[config.mk]
export PLATFORM = sky130hd
export DESIGN_NAME = lcb_unit
export DESIGN_NICKNAME = d
export VERILOG_FILES = /design/src/rtl/lcb_pkg.sv /design/src/rtl/lcb_decode.sv /design/src/rtl/lcb_count.sv /design/src/rtl/lcb_target.sv /design/src/rtl/lcb_unit.sv
export SDC_FILE = /design/constraint.sdc
export NUM_CORES = 1
export LEC_CHECK = 0
export BUFFER_PORTS_ARGS = -buffer_cell sky130_fd_sc_hd__buf_2
export CORE_ASPECT_RATIO = 0.9
export CORE_UTILIZATION = 62
export CTS_BUF_LIST = sky130_fd_sc_hd__clkbuf_4 sky130_fd_sc_hd__clkbuf_8
export CTS_CLUSTER_SIZE = 14
export DETAILED_ROUTE_END_ITERATION = 6
export GPL_TIMING_DRIVEN = 0
export MAX_ROUTING_LAYER = met4
export PLACE_DENSITY = 0.89
export SYNTH_ARGS = -nofsm -noshare
export SYNTH_HDL_FRONTEND = slang
export SYNTH_SLANG_ARGS = --single-unit
[constraint.sdc]
create_clock -name clk -period 5.9 [get_ports clk]
set_input_delay 0.885 -clock clk [delete_from_list [all_inputs] [get_ports clk]]
set_output_delay 0.885 -clock clk [all_outputs]
set_load 0.1 [all_outputs]
[src/rtl/lcb_pkg.sv]
package lcb_pkg;

    // Register select field width is fixed by the postbyte layout.
    localparam int SEL_W = 3;
    localparam int PB_W  = 8;

    typedef enum logic [1:0] {
        OP_DEC = 2'b00,
        OP_TST = 2'b01,
        OP_INC = 2'b10,
        OP_RSV = 2'b11
    } lcb_op_e;

    typedef enum logic [1:0] {
        ST_IDLE = 2'd0,
        ST_READ = 2'd1,
        ST_DONE = 2'd2,
        ST_HOLD = 2'd3
    } lcb_state_e;

endpackage

[src/rtl/lcb_decode.sv]
module lcb_decode
    import lcb_pkg::*;
#(
    parameter int NARROW_REGS = 2
) (
    input  logic [PB_W-1:0]  pb,
    output lcb_op_e          op,
    output logic             sense_nz,
    output logic             off_sign,
    output logic [SEL_W-1:0] sel,
    output logic             narrow
);
    logic unused_pb3;

    assign op         = lcb_op_e'(pb[7:6]);
    assign sense_nz   = pb[5];
    assign off_sign   = pb[4];
    assign unused_pb3 = pb[3];
    assign sel        = pb[SEL_W-1:0];
    assign narrow     = (32'(sel) < NARROW_REGS);
endmodule

[src/rtl/lcb_count.sv]
module lcb_count
    import lcb_pkg::*;
#(
    parameter int DATA_W   = 16,
    parameter int NARROW_W = 8
) (
    input  lcb_op_e           op,
    input  logic              narrow,
    input  logic              sense_nz,
    input  logic [DATA_W-1:0] val,
    output logic [DATA_W-1:0] res,
    output logic              wr_req,
    output logic              take,
    output logic              bad
);
    logic [DATA_W-1:0] wide_res;
    logic              is_zero;

    always_comb begin
        unique case (op)
            OP_DEC:  wide_res = val - 1'b1;
            OP_INC:  wide_res = val + 1'b1;
            default: wide_res = val;
        endcase
    end

    generate
        if (NARROW_W < DATA_W) begin : g_narrow
            logic [NARROW_W-1:0] n_val;
            logic [NARROW_W-1:0] n_res;
            assign n_val = val[NARROW_W-1:0];
            always_comb begin
                unique case (op)
                    OP_DEC:  n_res = n_val - 1'b1;
                    OP_INC:  n_res = n_val + 1'b1;
                    default: n_res = n_val;
                endcase
            end
            assign res = narrow ? {{(DATA_W-NARROW_W){1'b0}}, n_res} : wide_res;
        end else begin : g_wide
            logic unused_narrow;
            assign unused_narrow = narrow;
            assign res = wide_res;
        end
    endgenerate

    assign is_zero = (res == '0);
    assign bad     = (op == OP_RSV);
    assign wr_req  = (op == OP_DEC) || (op == OP_INC);
    assign take    = !bad && (sense_nz ? !is_zero : is_zero);
endmodule

[src/rtl/lcb_target.sv]
module lcb_target #(
    parameter int PC_W  = 16,
    parameter int OFF_W = 8
) (
    input  logic [PC_W-1:0]  pc,
    input  logic             sign,
    input  logic [OFF_W-1:0] off,
    output logic [PC_W-1:0]  target
);
    localparam int EXT_W = PC_W - OFF_W - 1;

    logic [PC_W-1:0] disp;

    assign disp   = {{EXT_W{sign}}, sign, off};
    assign target = pc + disp;
endmodule

[src/rtl/lcb_unit.sv]
module lcb_unit
    import lcb_pkg::*;
#(
    parameter int DATA_W      = 16,
    parameter int PC_W        = 16,
    parameter int OFF_W       = 8,
    parameter int NARROW_W    = 8,
    parameter int NARROW_REGS = 2
) (
    input  logic              clk,
    input  logic              rst_n,
    input  logic              req,
    output logic              ack,
    input  logic [PB_W-1:0]   postbyte,
    input  logic [OFF_W-1:0]  offset,
    input  logic [PC_W-1:0]   pc_in,
    output logic [SEL_W-1:0]  rf_rd_sel,
    input  logic [DATA_W-1:0] rf_rd_data,
    output logic              rf_wr_en,
    output logic [SEL_W-1:0]  rf_wr_sel,
    output logic [DATA_W-1:0] rf_wr_data,
    output logic              pc_load,
    output logic [PC_W-1:0]   pc_target,
    output logic              illegal_op
);
    typedef struct packed {
        lcb_state_e        st;
        logic [PB_W-1:0]   pb;
        logic [OFF_W-1:0]  off;
        logic [PC_W-1:0]   pc;
        logic              ack;
        logic              wr_en;
        logic [DATA_W-1:0] wr_data;
        logic              load;
        logic [PC_W-1:0]   tgt;
        logic              bad;
    } lcb_regs_t;

    lcb_regs_t s_d, s_q;

    lcb_op_e           dec_op;
    logic              dec_sense_nz;
    logic              dec_sign;
    logic [SEL_W-1:0]  dec_sel;
    logic              dec_narrow;
    logic [DATA_W-1:0] cnt_res;
    logic              cnt_wr;
    logic              cnt_take;
    logic              cnt_bad;
    logic [PC_W-1:0]   tgt_calc;

    lcb_decode #(.NARROW_REGS(NARROW_REGS)) u_decode (
        .pb       (s_q.pb),
        .op       (dec_op),
        .sense_nz (dec_sense_nz),
        .off_sign (dec_sign),
        .sel      (dec_sel),
        .narrow   (dec_narrow)
    );

    lcb_count #(.DATA_W(DATA_W), .NARROW_W(NARROW_W)) u_count (
        .op       (dec_op),
        .narrow   (dec_narrow),
        .sense_nz (dec_sense_nz),
        .val      (rf_rd_data),
        .res      (cnt_res),
        .wr_req   (cnt_wr),
        .take     (cnt_take),
        .bad      (cnt_bad)
    );

    lcb_target #(.PC_W(PC_W), .OFF_W(OFF_W)) u_target (
        .pc     (s_q.pc),
        .sign   (dec_sign),
        .off    (s_q.off),
        .target (tgt_calc)
    );

    always_comb begin
        s_d       = s_q;
        s_d.ack   = 1'b0;
        s_d.wr_en = 1'b0;
        s_d.load  = 1'b0;
        s_d.bad   = 1'b0;
        unique case (s_q.st)
            ST_IDLE: begin
                if (req) begin
                    s_d.pb  = postbyte;
                    s_d.off = offset;
                    s_d.pc  = pc_in;
                    s_d.st  = ST_READ;
                end
            end
            ST_READ: begin
                s_d.ack     = 1'b1;
                s_d.wr_en   = cnt_wr;
                s_d.wr_data = cnt_res;
                s_d.load    = cnt_take;
                s_d.tgt     = tgt_calc;
                s_d.bad     = cnt_bad;
                s_d.st      = ST_DONE;
            end
            ST_DONE: begin
                s_d.st = ST_HOLD;
            end
            default: begin
                if (!req) begin
                    s_d.st = ST_IDLE;
                end
            end
        endcase
    end

    always_ff @(posedge clk or negedge rst_n) begin
        if (!rst_n) begin
            s_q <= '{st: ST_IDLE, default: '0};
        end else begin
            s_q <= s_d;
        end
    end

    assign ack        = s_q.ack;
    assign rf_rd_sel  = dec_sel;
    assign rf_wr_en   = s_q.wr_en;
    assign rf_wr_sel  = dec_sel;
    assign rf_wr_data = s_q.wr_data;
    assign pc_load    = s_q.load;
    assign pc_target  = s_q.tgt;
    assign illegal_op = s_q.bad;
endmodule

; ---- After elaboration in Yosys (flattened, before gate mapping)
; Cells that the tools add are included.
; W data, S select, Z words.
[totals]
regBits = 70
in_bits = 51
[op_classes]
n_eq_ne = 6
n_reduce_logical = 9
magnitude_cmp = 1
add_sub_neg = 5
n_mux = 8
[op_table]
columns = cell, n
row1 = $mux W36, 1
row2 = $mux W34, 1
row3 = $pmux W16 S2, 1
row4 = $add A16 B1 Y16 const B, 1
row5 = $add A16 B16 Y16, 1
row6 = $logic_not A16 Y1, 1
row7 = $mux W16, 1
row8 = $pmux W8 S2, 1
row9 = $sub A16 B1 Y16 const B, 1
row10 = $add A8 B1 Y8 const B, 1
row11 = $sub A8 B1 Y8 const B, 1
row12 = $eq A2 B2 Y1 const B, 3
row13 = $pmux W2 S3, 1
row14 = $logic_not A2 Y1, 2
row15 = $ne A4 B1 Y1 const B, 1
row16 = $reduce_and A2 Y1, 2
row17 = $lt A3 B2 Y1 const B, 1
row18 = $eq A2 B1 Y1 const B, 1
row19 = $logic_not A1 Y1, 2
row20 = $mux W2, 1
row21 = $ne A2 B2 Y1 const B, 1
row22 = $logic_and A1 B1 Y1, 1
row23 = $logic_or A1 B1 Y1, 1
row24 = $mux W1, 1

; ---- Longest topological paths before layout
; Gate-level depths: netlist (run 1).
[logic_depth]
word_depth = 8
ltp_mapped = 14

; ---- By module
; A second synthesis (run 1) with hierarchy kept.
[hier_totals]
hier_cells = 446
hier_area_um2 = 4824.6
[modules_own_cells]
columns = mod, area_per_inst_um2, seq_area_each_um2, n_inst, cells_each
row1 = lcb_unit, 2959.1, 1751.7, 1, 195
row2 = lcb_count, 1084.8, 0.0, 1, 145
row3 = lcb_target, 724.4, 0.0, 1, 98
row4 = lcb_decode, 56.3, 0.0, 1, 8

; ---- Worst setup path after synthesis (run 1)
; Ideal clock, no wire load.
[synth_path]
path_type = register to register
startpoint = register s_q[66] in the netlist's numbering
endpoint = register s_q, in the netlist pc_load
required_time_ps = 5821
arrival_time_ps = 3290
path_buffers = 2
path_slack_ps = 2530
path_stages_with_launch = 15
period_less_slack_ps = 3370
path_cell_list = dfrtp_1 clkbuf_1 inv_2 nand2_1 ha_1 buf_2 o21a_1 a311o_1 a21oi_1 a21oi_1 a31oi_1 mux2i_1 xnor2_1 o211ai_1 mux2i_1
[synth_lines]
columns = item, line_no
row1 = start: declaration, lcb_unit.sv:39  ; lcb_regs_t s_d, s_q;
row2 = start signal: assignment, lcb_unit.sv:116  ; s_q <= '{st: ST_IDLE, default: '0};
row3 = start signal: assignment, lcb_unit.sv:118  ; s_q <= s_d;

==> results of run 1 <==
-- worst max path at each step --
stage	from	to	cells past startpoint	slack, ns
after floorplan	s_q[66]	pc_load	14	2.53
after global placement	s_q[66]	pc_load	13	1.97
after detailed placement	s_q[66]	pc_load	14	1.88
after CTS	s_q[66]	pc_load	13	1.82
after global routing	s_q[66]	pc_load	14	1.42
final	s_q[66]	pc_load	14	1.76
-- metal layers --
layer,wire (um),part of all wire
met5,0,0
met4,285,0.025
met2,5620,0.50
met3,686,0.061
met1,4600,0.41
-- cells by family after synthesis --
kind of cell / after synthesis / share of synthesized area
AND/OR/NAND/NOR: 107 / 0.106
AO/OA/AOI/OAI: 101 / 0.160
flip-flops: 69 / 0.378
buffers and inverters: 68 / 0.0874
multiplexers: 51 / 0.124
adder cells (fa/ha/maj): 37 / 0.105
XOR/XNOR: 21 / 0.0403
-- registers in the layout (all words and copies together) (netlist names) --
name and count:
s_q 33, pc_target 16, rf_wr_data 16, ack 1, illegal_op 1, pc_load 1
rf_wr_en 1
-- cells in the final DEF (no fill, tap or decap), types with 14 or more instances in the layout --
cell | netlist | final
a21oi_1 | 24 | 24
buf_2 | 1 | 91
buf_4 | 38 | 39
dfrtp_1 | 69 | 69
ha_1 | 35 | 35
inv_1 | 15 | 15
mux2_2 | 43 | 43
nand2_1 | 37 | 37
nor2_1 | 30 | 30
o21ai_0 | 16 | 16
xnor2_1 | 14 | 14
-- stage by stage --
step	worst slack, ns	std cells	util	hold slack [ns]
floorplan	2.53	454	-	0.453
global placement	1.97	638	0.726	0.465
detailed placement	1.88	638	0.726	0.470
CTS	1.82	654	0.759	0.486
global route	1.42	654	0.759	0.516
finish	1.76	654	0.759	0.486
-- critical path, stage by stage, from the launching register on --
cell,delay (ns)
dfrtp_1,0.37
clkbuf_1,0.23
inv_2,0.26
nand2_1,0.52
ha_1,0.51
buf_2,0.18
nand3_1,0.11
a211oi_1,0.41
o21ai_1,0.11
mux2_1,0.33
nor2_1,0.22
o2111ai_1,0.23
a2111oi_4,0.25
o211ai_1,0.15
mux2i_1,0.14
-- cell type report --
| class | instances | area [um2] | area share |
|---|---|---|---|
| Multi-Input combinational cell | 317 | 2440 | 0.454 |
| Sequential cell | 69 | 1730 | 0.322 |
| Timing Repair Buffer | 91 | 458 | 0.0853 |
| Buffer | 52 | 339 | 0.0632 |
| Clock buffer | 11 | 145 | 0.0270 |
| Tap cell | 93 | 116 | 0.0217 |
| Clock inverter | 5 | 83.8 | 0.0156 |
| Inverter | 16 | 60.1 | 0.0112 |
==> results by group, run 1 <==
Synthesis
  • Mapped Cells: 454
  • Yosys warning count: 0
  • Yosys reg bits: 69
  • Top-count cell post-synth: dfrtp_1
  • Number of enable flip-flop cells after synthesis: 0
  • Synth unique cells: 55
  • Register area share after synthesis: 0.378
  • Syn_nets: 542
  • Synth top area share: 0.378
  • Share of async-settable or async-resettable flops after synthesis: 1.00
  • Most used DFF post-synth: dfrtp_1
  • Synth top area cells: dfrtp_1 (38%), mux2_2 (11%), ha_1 (9.6%), buf_4 (6.2%), nand2_1 (3.0%)
  • Commonest cells post-synth: dfrtp_1 (69), mux2_2 (43), buf_4 (38)
  • Syn avg cell area: 10.1 um2
  • Synth area leader: dfrtp_1
  • Mapped cell area: 4570 um2

Floorplanning
  • # IOs: 93
  • DIE AREA: 7710 um2
  • Initial Utilization: 0.645
  • Site Rows: 29
  • Core Box Area: 7080 um2
  • DIE HEIGHT: 83.4 um
  • Die Wd: 92.5 um

Placed design
  • Placed cell areas: 5140 um2
  • Port Buf Inserts: 91
  • Placer congestion estimate: 0.906
  • Dpl hpwl: 8.10 mm

Critical path
  • Worst Setup Start Kind: flip-flop
  • Reg-to-reg setup timing slack: 1.76 ns
  • Reg-to-reg startpoint: s_q[66]
  • Req. time, crit path: 6.13 ns
  • CP max FO: 19
  • CP arrival: 4.38 ns
  • Depth of the most critical reg-to-reg path: 14
  • Kind of critical path: flip-flop to flip-flop
  • Worst R2R End: pc_load
  • CP Capture Type: flip-flop

Detailed routing
  • Total vias in the final route: 3874
  • Pre-Repair DR Iteration Count: 5
  • Vias per Instance: 5.92
  • Detailed router's first-iteration violation count: 307
  • Wire per inst: 17.1 um
  • DRC: 0
  • Detail Route Antenna Nets: 0
  • Total Wirelength: 11.2 mm

GRT
  • First-pass GRT wire length: 18.6 mm
  • Met2 usage: 0.523
  • GRT Resource Usage Total: 0.322
  • Overflow after GRT: 0
  • Pin count of the biggest net entering global routing: 70
  • Initial antenna violation count: 0
  • Vias in the first global route: 3937
  • Busiest grt layer: met2
  • Global-route met1 utilization: 0.395
  • GR Util met3: 0.0714

Clock tree
  • Post-CTS Hold Buffers: 0
  • H-tree levels: 3
  • Worst-skew pair later-pin latency: 0.36 ns
  • Clk root buf: clkbuf_8
  • Post-CTS Resized: 0
  • Clk sinks: 69
  • CTS tree: built
  • Clock buffer count from CTS: 9
  • Post-CTS setup buffer count: 0
  • Max clock buf depth: 2
  • Clk slew on worst S/H paths: 0.07 ns

Run
  • Max Cap Viol: 0

Timing
  • Final min period: 4.14 ns
  • Fin Setup TNS: 0 ns
  • RSZ-0062 raised after global routing: false
  • Max Slew Vio Count: 0
  • Clock Skew: 0.00907 ns
  • Slew headroom: 0.428
  • Worst-Margin Slew: 0.858 ns
  • Final period util: 0.702
  • Final setup viols: 0
  • Final hold vios: 0
  • Achievable Freq: 241 MHz

Worst hold path
  • End of the worst hold path: pc_target[8]
  • Hold depth: 1
  • Hold Path Class: flip-flop to flip-flop
  • Worst min-delay path startpoint: pc_target[8]

Cells and area
  • Area growth from synthesis to layout: 17.6%
  • Fillers: 472
  • Final Cell Area: 5370 um2
  • # diodes: 0
  • Nets: 644
  • Layout cells sized above 1: 0.349

Status
  • Status: complete, no violations
Power of run 1 is not shown: default switching activity piles up to over one toggle a cycle in this logic, so the estimate is an artifact.
==> inputs of run 2 (changes only) <==
- CORE_UTILIZATION: 62 -> 57
- PLACE_DENSITY: 0.89 -> 0.82
- clock period: 5.9 -> 3.9 ns (I/O delays scaled with it)
==> run 2 against run 1 <==
Worst hold slack got worse by 0.15 ns. Critical path depth down 2. Final cell count up 0.31%. Wire length fell by 3.3%. Non-clock buffer count shrank 1. Global-route usage is 3.8 points lower. Maximum frequency is 15% higher. Flip-flop and latch count is the same. Core utilization decreased by 5.7 points. First-iteration DRC count is 28% lower. Via count shrank 3.3%. Clock skew up 0.0015 ns.
==> results by group, run 2 (synthesis results as in run 1) <==
Status
  • Status: complete, no violations (unchanged)

Timing
  • Final setup viols: 0 (unchanged)
  • Max Slew Vio Count: 0 (unchanged)
  • Final min period: 3.62 ns (was 4.14 ns)
  • Clock Skew: 0.0106 ns (was 0.00907 ns)
  • Slew headroom: 0.419 (was 0.428)
  • Setup slack after layout: 0.283 ns (was 1.76 ns)
  • Final period util: 0.928 (was 0.702)
  • Achievable Freq: 276 MHz (was 241 MHz)
  • RSZ-0062 raised after global routing: false (unchanged)
  • Worst-Margin Slew: 0.871 ns (was 0.858 ns)
  • Final hold vios: 0 (unchanged)

Cells and area
  • Largest Register: s_q (unchanged)
  • Commonest non-fill, non-tap cell in the layout: buf_2 (unchanged)
  • Max FFs per register: 33 (unchanged)
  • Most frequent cells in the layout: buf_2 (91), dfrtp_1 (69), mux2_2 (43) (unchanged)
  • Layout cells sized above 1: 0.352 (was 0.349)
  • Area growth from synthesis to layout: 17.8% (was 17.6%)
  • # diodes: 0 (unchanged)
  • Nets: 643 (was 644)

Floorplanning
  • Site Rows: 30 (was 29)
  • # IOs: 93 (unchanged)
  • Die Wd: 96.3 um (was 92.5 um)
  • Initial Utilization: 0.596 (was 0.645)
  • DIE HEIGHT: 86.9 um (was 83.4 um)
  • Core Box Area: 7660 um2 (was 7080 um2)
  • DIE AREA: 8370 um2 (was 7710 um2)

Clock tree
  • Clk slew on worst S/H paths: 0.08 ns (was 0.07 ns)
  • Max clock buf depth: 2 (unchanged)
  • H-tree levels: 3 (unchanged)
  • Clk root buf: clkbuf_8 (unchanged)
  • CTS tree: built (unchanged)
  • Post-CTS setup buffer count: 0 (unchanged)
  • Clock buffer count from CTS: 9 (unchanged)
  • Worst-skew pair later-pin latency: 0.35 ns (was 0.36 ns)
  • Clk sinks: 69 (unchanged)

GRT
  • Busiest grt layer: met2 (unchanged)
  • First-pass GRT wire length: 17.4 mm (was 18.6 mm)
  • Pin count of the biggest net entering global routing: 70 (unchanged)
  • Overflow after GRT: 0 (unchanged)
  • GR Util met3: 0.0663 (was 0.0714)
  • Global-route met1 utilization: 0.361 (was 0.395)
  • GRT Resource Usage Total: 0.285 (was 0.322)
  • Initial antenna violation count: 0 (unchanged)
  • Met2 usage: 0.453 (was 0.523)
  • Vias in the first global route: 3698 (was 3937)

Placed design
  • Placer congestion estimate: 0.875 (was 0.906)
  • Post-Place Worst Slack: -0.172 ns (was 1.88 ns)
  • Dpl hpwl: 8.07 mm (was 8.10 mm)
  • Port Buf Inserts: 91 (unchanged)

Detailed routing
  • Wire per inst: 16.5 um (was 17.1 um)
  • Total Wirelength: 10.8 mm (was 11.2 mm)
  • Detail Route Antenna Nets: 0 (unchanged)
  • Pre-Repair DR Iteration Count: 4 (was 5)
  • Total vias in the final route: 3746 (was 3874)
  • Detailed router's first-iteration violation count: 222 (was 307)
  • Vias per Instance: 5.71 (was 5.92)
  • DRC: 0 (unchanged)

Critical path
  • CP max-delay cell: dfrtp_1 (was nand2_1)
  • Kind of critical path: flip-flop to flip-flop (unchanged)
  • Depth of the most critical reg-to-reg path: 12 (was 14)
  • Worst Setup Start Kind: flip-flop (unchanged)
  • CP max FO: 19 (unchanged)
  • Req. time, crit path: 4.17 ns (was 6.13 ns)
  • CP Capture Type: flip-flop (unchanged)
  • Critical Path Max Stage Delay: 0.52 ns (about the same)
  • CP arrival: 3.89 ns (was 4.38 ns)
  • CP Cell Sequence: inv_2 -> nand2_4 -> ha_1 -> a21oi_1 -> o211ai_1 -> o2111a_1 -> a2111oi_4 -> xor2_1 -> nand2_1 -> a2111oi_4 -> o211ai_1 -> mux2i_1 (was clkbuf_1 -> inv_2 -> nand2_1 -> ha_1 -> buf_2 -> nand3_1 -> a211oi_1 -> o21ai_1 -> mux2_1 -> nor2_1 -> o2111ai_1 -> a2111oi_4 -> o211ai_1 -> mux2i_1)

Run
  • Max Cap Viol: 0 (unchanged)

Worst hold path
  • Hold Path Class: input port to asynchronous set/reset pin (was flip-flop to flip-flop)
run 2: cell types whose count changed in the layout (fill, tap and decap cells not counted):
cell        delta
clkbuf_1       -1
clkinvlp_4     -2
nand2_1        -1
nand2_4        +1
clkbuf_8       +1
clkinv_2       +2
clkinv_4       -1
run 2: final timing paths:
kind                         startpoint      endpoint  slack, ns
max                             s_q[66]       pc_load       0.28
min                               rst_n  pc_target[0]       0.34
max reg2reg                     s_q[66]       pc_load       0.28
min reg2reg                pc_target[4]  pc_target[4]       0.49
max in group asynchronous         rst_n       s_q[67]       2.98
min in group clk              pc_in[11]       s_q[47]       0.47
run 2: layer usage:
metal  share of wire  up-vias
li1                -     1791
met1            0.41     1782
met2            0.50      151
met3           0.071       22
met4           0.018        0
met5               0        -
run 2: critical path, delay by kind of cell, from the launching register on:
family,cells,cell delay [ns]
XOR/XNOR,1,0.25
adder cells (fa/ha/maj),1,0.37
buffers and inverters,1,0.27
multiplexers,1,0.19
AO/OA/AOI/OAI,6,1.59
AND/OR/NAND/NOR,2,0.35
flip-flops,1,0.52
run 2: area by class of cell:
class / instances / area, um2
Clock inverter: 4 / 70.1
Clock buffer: 12 / 159
Buffer: 51 / 335
Tap cell: 96 / 120
Timing Repair Buffer: 91 / 458
Inverter: 16 / 60.1
Sequential cell: 69 / 1730
Fill cell: 604 / 2280
Multi-Input combinational cell: 317 / 2450
run 2: what timing repair did:
action                                  CTS  global route
endpoints found under the setup margin    2             2
cloned                                    0             0
gates resized for setup                   1             1
hold buffers                              0             0
run 2: through the flow:
| step | area, um2 | TNS, ns | std cells | utilization | hold slack (ns) |
|---|---|---|---|---|---|
| 4_1_cts | 5380 | 0 | 657 | 0.702 | 0.376 |
| 5_1_grt | 5380 | 0 | 656 | 0.702 | 0.412 |
| 6_report | 5380 | 0 | 656 | 0.702 | 0.339 |
| 3_5_place_dp | 5140 | -0.269 | 641 | 0.672 | 0.470 |
| 2_1_floorplan | 4570 | 0 | 454 | - | 0.289 |
| 3_3_place_gp | 5140 | -0.0944 | 641 | 0.671 | 0.465 |
Power of run 2 is left out for the same reason.
